File: src/rtl/sclg_pkg.sv
package sclg_pkg;

    typedef enum logic [1:0] {
        ST_IDLE = 2'd0,
        ST_LOW  = 2'd1,
        ST_WAIT = 2'd2,
        ST_HIGH = 2'd3
    } phase_t;

    typedef struct packed {
        logic load;
        logic dec;
    } tmr_cmd_t;

    // Low phase must outlast the synchronizer so the wait state sees the line low.
    function automatic int low_floor(int req, int stages);
        int lim;
        lim = stages + 1;
        return (req < lim) ? lim : req;
    endfunction

    // High phase counting starts after the line is seen high; deduct that latency.
    function automatic int high_net(int req, int stages);
        int allow;
        allow = stages + 1;
        return (req <= allow) ? 1 : req - allow;
    endfunction

endpackage

File: src/rtl/sclg_sync.sv
module sclg_sync #(
    parameter int STAGES = 2
) (
    input  logic clk,
    input  logic rst,
    input  logic line_i,
    output logic level,
    output logic rise,
    output logic fall
);
    // chain[0] newest sample, chain[STAGES-1] synchronized level, chain[STAGES] previous level
    logic [STAGES:0] chain;

    always_ff @(posedge clk) begin
        if (rst) begin
            chain <= '1;
        end else begin
            chain <= {chain[STAGES-1:0], line_i};
        end
    end

    assign level = chain[STAGES-1];
    assign rise  = chain[STAGES-1] & ~chain[STAGES];
    assign fall  = ~chain[STAGES-1] & chain[STAGES];

endmodule

File: src/rtl/sclg_timer.sv
module sclg_timer
    import sclg_pkg::*;
#(
    parameter int CW = 8
) (
    input  logic          clk,
    input  logic          rst,
    input  tmr_cmd_t      cmd,
    input  logic [CW-1:0] load_val,
    output logic          expired
);
    logic [CW-1:0] cnt_q;

    always_ff @(posedge clk) begin
        if (rst) begin
            cnt_q <= '0;
        end else if (cmd.load) begin
            cnt_q <= load_val;
        end else if (cmd.dec && (cnt_q != '0)) begin
            cnt_q <= cnt_q - 1'b1;
        end
    end

    assign expired = (cnt_q <= CW'(1));

    // a phase is never loaded with a zero length
    p_load_nonzero_r2: assert property (@(posedge clk) disable iff (rst)
        cmd.load |-> (load_val != '0));

endmodule

File: src/rtl/sclg_fsm.sv
module sclg_fsm
    import sclg_pkg::*;
#(
    parameter int CW     = 8,
    parameter int STAGES = 2
) (
    input  logic          clk,
    input  logic          rst,
    input  logic          en,
    input  logic [CW-1:0] low_cnt,
    input  logic [CW-1:0] high_cnt,
    input  logic          level,
    input  logic          fall,
    input  logic          expired,
    output tmr_cmd_t      cmd,
    output logic [CW-1:0] load_val,
    output logic          pull,
    output logic          done,
    output phase_t        phase
);
    phase_t        state, nxt;
    logic          sel_high;
    logic [CW-1:0] low_load, high_load;

    assign low_load  = CW'(low_floor(int'(low_cnt), STAGES));
    assign high_load = CW'(high_net(int'(high_cnt), STAGES));
    assign load_val  = sel_high ? high_load : low_load;

    always_comb begin
        nxt      = state;
        cmd      = '0;
        sel_high = 1'b0;
        if (!en) begin
            nxt = ST_IDLE;
        end else begin
            unique case (state)
                ST_IDLE: begin
                    nxt      = ST_LOW;
                    cmd.load = 1'b1;
                end
                ST_LOW: begin
                    if (expired) nxt = ST_WAIT;
                    else         cmd.dec = 1'b1;
                end
                ST_WAIT: begin
                    if (level) begin
                        nxt      = ST_HIGH;
                        cmd.load = 1'b1;
                        sel_high = 1'b1;
                    end
                end
                ST_HIGH: begin
                    if (fall || expired) begin
                        nxt      = ST_LOW;
                        cmd.load = 1'b1;
                    end else begin
                        cmd.dec = 1'b1;
                    end
                end
                default: nxt = ST_IDLE;
            endcase
        end
    end

    always_ff @(posedge clk) begin
        if (rst) begin
            state <= ST_IDLE;
            pull  <= 1'b0;
            done  <= 1'b0;
        end else begin
            state <= nxt;
            pull  <= (nxt == ST_LOW);
            done  <= (state == ST_LOW) && (nxt == ST_WAIT);
        end
    end

    assign phase = state;

    // stay in the wait state while the line is still seen low
    p_wait_hold_r3: assert property (@(posedge clk) disable iff (rst)
        (state == ST_WAIT && !level && en) |=> (state == ST_WAIT));

    // a seen high level always starts high timing
    p_wait_exit_r4: assert property (@(posedge clk) disable iff (rst)
        (state == ST_WAIT && level && en) |=> (state == ST_HIGH));

    // a foreign pull-down in the high phase restarts the low phase
    p_fall_restart_r5: assert property (@(posedge clk) disable iff (rst)
        (state == ST_HIGH && fall && en) |=> (state == ST_LOW && pull));

endmodule

File: src/rtl/scl_clock_gen.sv
module scl_clock_gen
    import sclg_pkg::*;
#(
    parameter int CNT_W       = 8,
    parameter int SYNC_STAGES = 2
) (
    input  logic             clk,
    input  logic             rst,
    input  logic             en,
    input  logic [CNT_W-1:0] low_cnt,
    input  logic [CNT_W-1:0] high_cnt,
    input  logic             scl_i,
    output logic             scl_pull,
    output logic             stretch,
    output logic             low_done,
    output logic             rise_stb,
    output logic             fall_stb
);
    logic          line_lvl;
    logic          expired;
    tmr_cmd_t      cmd;
    logic [CNT_W-1:0] load_val;
    phase_t        phase;

    sclg_sync #(.STAGES(SYNC_STAGES)) u_sync (
        .clk    (clk),
        .rst    (rst),
        .line_i (scl_i),
        .level  (line_lvl),
        .rise   (rise_stb),
        .fall   (fall_stb)
    );

    sclg_timer #(.CW(CNT_W)) u_timer (
        .clk      (clk),
        .rst      (rst),
        .cmd      (cmd),
        .load_val (load_val),
        .expired  (expired)
    );

    sclg_fsm #(.CW(CNT_W), .STAGES(SYNC_STAGES)) u_fsm (
        .clk      (clk),
        .rst      (rst),
        .en       (en),
        .low_cnt  (low_cnt),
        .high_cnt (high_cnt),
        .level    (line_lvl),
        .fall     (fall_stb),
        .expired  (expired),
        .cmd      (cmd),
        .load_val (load_val),
        .pull     (scl_pull),
        .done     (low_done),
        .phase    (phase)
    );

    assign stretch = (phase == ST_WAIT);

    // disable releases the line at the next edge
    p_off_release_r8: assert property (@(posedge clk) disable iff (rst)
        !en |=> !scl_pull);

    // end-of-low pulse coincides with a release
    p_done_edge_r6: assert property (@(posedge clk) disable iff (rst)
        low_done |-> (!scl_pull && $past(scl_pull)));

    // never pulling while reporting a stretch
    p_stretch_free_r3: assert property (@(posedge clk) disable iff (rst)
        stretch |-> !scl_pull);

endmodule

File: config.mk
export PLATFORM = sky130hd
export DESIGN_NAME = scl_clock_gen
export DESIGN_NICKNAME = d
export VERILOG_FILES = /design/src/rtl/sclg_pkg.sv /design/src/rtl/sclg_sync.sv /design/src/rtl/sclg_timer.sv /design/src/rtl/sclg_fsm.sv /design/src/rtl/scl_clock_gen.sv
export SDC_FILE = /design/constraint.sdc
export NUM_CORES = 1
export LEC_CHECK = 0
export BUFFER_PORTS_ARGS = -buffer_cell sky130_fd_sc_hd__buf_4
export CAP_MARGIN = 10
export CORE_MARGIN = 5
export CORE_UTILIZATION = 56
export DETAILED_ROUTE_END_ITERATION = 7
export HOLD_SLACK_MARGIN = 0.08
export PLACE_DENSITY = 0.85
export SYNTH_ARGS = -nofsm -noshare
export SYNTH_HDL_FRONTEND = slang
export SYNTH_HIERARCHICAL = 1
export SYNTH_SLANG_ARGS = --single-unit
File: constraint.sdc
create_clock -name clk -period 4.83 [get_ports clk]
set_input_delay 0.483 -clock clk [delete_from_list [all_inputs] [get_ports clk]]
set_output_delay 0.483 -clock clk [all_outputs]
set_load 0.01 [all_outputs]
==> run_results.csv <==
group,metric,value,unit
clock_tree,clk_pin_slew,0.09,ns
global_routing,grt_pass1_wl,4.629,mm
clock_tree,cts_buffers,3,
synth,yosysSeqAreaShare,28.07,%
synth,synth.distinct_cells,50,
clock_tree,clock_latency,0.29,ns
floorplanning,die_w,53.71,um
critical_path,r2r-start,"u_timer/cnt_q[2]",
critical_path,critical_path_class,"reg2reg",
critical_path,slowest_delay,0.59,ns
timing,fin_crit,2.797,ns
place,dp_hpwl,2.160,mm
clock_tree,clock_sinks,15,
timing,hold_viol,0,
drt,post_drt_wl_per_cell,14.82,um
synth,synth_ff_type,"dfxtp_1",
final_layout,layout-drive-gt1-share,23.75,%
critical_path,r2r_cells,7,
global_routing,top_usage_layer,"met2",
outcome,status,"finished, final reports clean",
floorplanning,num_rows,15,
critical_path,path_buf_inv,0,
clock_tree,ctsHtreeMaxLevel,1,
final_layout,nNetsFinal,185,
place,place_area,0.001274,sq mm
timing,setup-tns-final,0,ns
critical_path,r2r_slack,2.03,ns
synth,syn-num-nets,158,
synth,syn_area_per_cell,7.983,sq um
clock_tree,ctsRootBufferMaster,"clkbuf_4",
global_routing,overflow,0,
synth,synth_cells,134,
final_layout,seq_area,300.3,sq um
synth,synth_top_area_share,28.07,%
critical_path,cp.required,5.01,ns
synth,synth_edf_count,0,
synth,yosysWarnings,6,
synth,synthArstFlopShare,0,%
global_routing,grt_pass1_vias,1095,
final_layout,fillCellCount,153,
global_routing,grt_use_met3,4.155,%
drt,viasPerCell,6.330,
critical_path,cp_cell_sequence,"or4_4 -> nor4_1 -> o21ai_0 -> a21oi_1 -> nor2_1 -> a32oi_1 -> nand3_1",
worst_hold_path,hp-class,"in2reg",
drt,routed_wl,2.742,mm
clock_tree,cts_hold_buffers,0,
critical_path,worst_path_max_delay_cell,"or4_4",
timing,fmax,357.6,MHz
synth,yosys-top-cells-count,"dfxtp_1 (15), nand2_1 (15), nor2_1 (9), a21oi_1 (8), inv_1 (7)",
global_routing,globalRouteMet2Util,35.28,%
floorplanning,dieArea,0.002884,sq mm
drt,first_pass_iters,4,
timing,worst_hold_slack,0.3684,ns
power_and_ir_drop,ir_worst_vdd,0.2189,mV
critical_path,path_delay_family,"simple AND/OR/NAND/NOR gates",
critical_path,endpoint_kind,"flop",
global_routing,grt_use_total,21.40,%
final_layout,multiInputGateArea,735.7,sq um
timing,worstMarginPinSlew,0.6533,ns
critical_path,path_max_fanout,8,
global_routing,antenna_found_initial,0,
critical_path,crit_arrival,2.98,ns
global_routing,grt_start_max_net_pins,15,
power_and_ir_drop,power_density,233.8,mW/mm^2
timing,slew_headroom,56.04,%
timing,rsz0062_at_grt,"false",
drt,drtAntennaViolNets,0,
critical_path,worstSetupStartpointType,"flop",
timing,slew_viol_final,0,
critical_path,r2r_end,"u_timer/cnt_q[0]",
job,cap_violations,0,
worst_hold_path,min-delay-start,"scl_i",
synth,synth_area_leader_cell,"dfxtp_1",
power_and_ir_drop,leakage,0.0005186,uW
drt,first_iter_violations,42,
clock_tree,cts_tree,"yes",
floorplanning,coreArea,0.001764,sq mm
clock_tree,postCtsSetupBuffers,0,
place,port_buffers,24,
drt,drc_errors,0,
final_layout,diodes,0,
final_layout,area_growth_syn_to_layout,21.64,%
place,gp_congestion,0.8817,
drt,via_count,1171,
clock_tree,cts_resized,0,
synth,syn_area,0.001070,sq mm
floorplanning,start_util,60.64,%
synth,ys_ff_latch,15,
global_routing,use_met1,25.75,%
worst_hold_path,holdPathEnd,"u_sync/chain[0]",
final_layout,final_cell_count_no_fill,185,
synth,synth.area.top_cells,"dfxtp_1 (28%), nand2_1 (5.3%), ha_1 (4.7%), a21oi_1 (3.7%), nor2_1 (3.2%)",
final_layout,post-route-cell-area,0.001301,sq mm
worst_hold_path,holdPathStages,2,
timing,setup_viol_count_final,0,
floorplanning,boundaryPins,25,
timing,fin_worst_skew,0.003818,ns
clock_tree,clockBufferDepth,2,
timing,fin_crit_sh,57.90,%
place,dp_cells,181,
floorplanning,die_h,53.71,um
## per-stage QoR
stage	setup WS, ns	power (uW)	util (%)
after floorplan	2.412	198.9	-
after global placement	2.145	229.3	72.20
after detailed placement	2.063	232.0	72.20
after CTS	2.065	304.1	73.76
after global routing	1.743	322.9	73.76
final	2.033	304.2	73.76
## worst max-delay path by stage
stage	startpoint	end	slack (ns)	cells past startpoint
after floorplan	u_timer/cnt_q[0]	u_timer/cnt_q[7]	2.41	8
after global placement	u_timer/cnt_q[0]	u_timer/cnt_q[7]	2.14	8
after detailed placement	u_timer/cnt_q[2]	u_timer/cnt_q[0]	2.06	7
after CTS	u_timer/cnt_q[2]	u_timer/cnt_q[1]	2.07	7
after global routing	u_timer/cnt_q[2]	u_timer/cnt_q[5]	1.74	6
final	u_timer/cnt_q[2]	u_timer/cnt_q[0]	2.03	7
## cell usage in the layout (no fill, tap or decap), types with 2 or more instances in the layout
cell and n:
inv_1 7, clkbuf_4 3, or4_1 2, or3b_2 3, nand2_1 15, a31oi_1 3
o31ai_1 4, a2111oi_0 2, nand3_1 2, dfxtp_1 15, a21oi_1 8, or4_4 2
ha_1 4, nor2_1 9, nor3b_1 2, nor2b_1 3, a211oi_1 2, nor4_1 3
buf_4 24, nand4_1 2, o21ai_0 5, nor3_1 4, a311oi_1 2, or2_1 3
o21bai_1 2, xnor2_1 3
## kinds of logic (layout without fill, tap and decap cells)
kind of cell               count (synthesis)  in the layout  synth area share (%)
xor gates and xnor gates                   4              4                 3.275
adders and majority gates                  4              4                 4.679
muxes                                      1              1                0.9357
AOI/OAI and AO/OA                         40             40                 25.85
and+or+nand+nor                           61             61                 34.04
buffers and inverters                      9             35                 3.159
DFF                                       15             15                 28.07
## where the power goes
part	internal, uW	total (uW)	switching [uW]	leakage, uW
clock	30.8	72.8	42.0	0.0000177
combinational	41.5	87.6	46.1	0.000377
sequential	133	144	11.3	0.000124
total	205	304	99.4	0.000519
## cell type report
type | instances | area share [%]
well taps | 25 | 2.404
clock inverters | 1 | 0.3846
clock buffers | 3 | 1.731
inverters | 7 | 2.019
repair buffers | 24 | 13.85
multi-input cells | 110 | 56.54
flip-flops and latches | 15 | 23.08
## metal layers
layer	vias up	wire length (um)
met5	-	0
met4	0	51
met3	8	196
met2	63	1325
met1	539	1169
li1	561	-
## registers in the layout (all words and copies together) (netlist names)
register and cells:
u_fsm/done 1, u_timer/cnt_q 8, u_fsm/pull 1, u_fsm/phase 2
u_sync/chain 3
No activity file was read; power rests on OpenSTA's default activity.
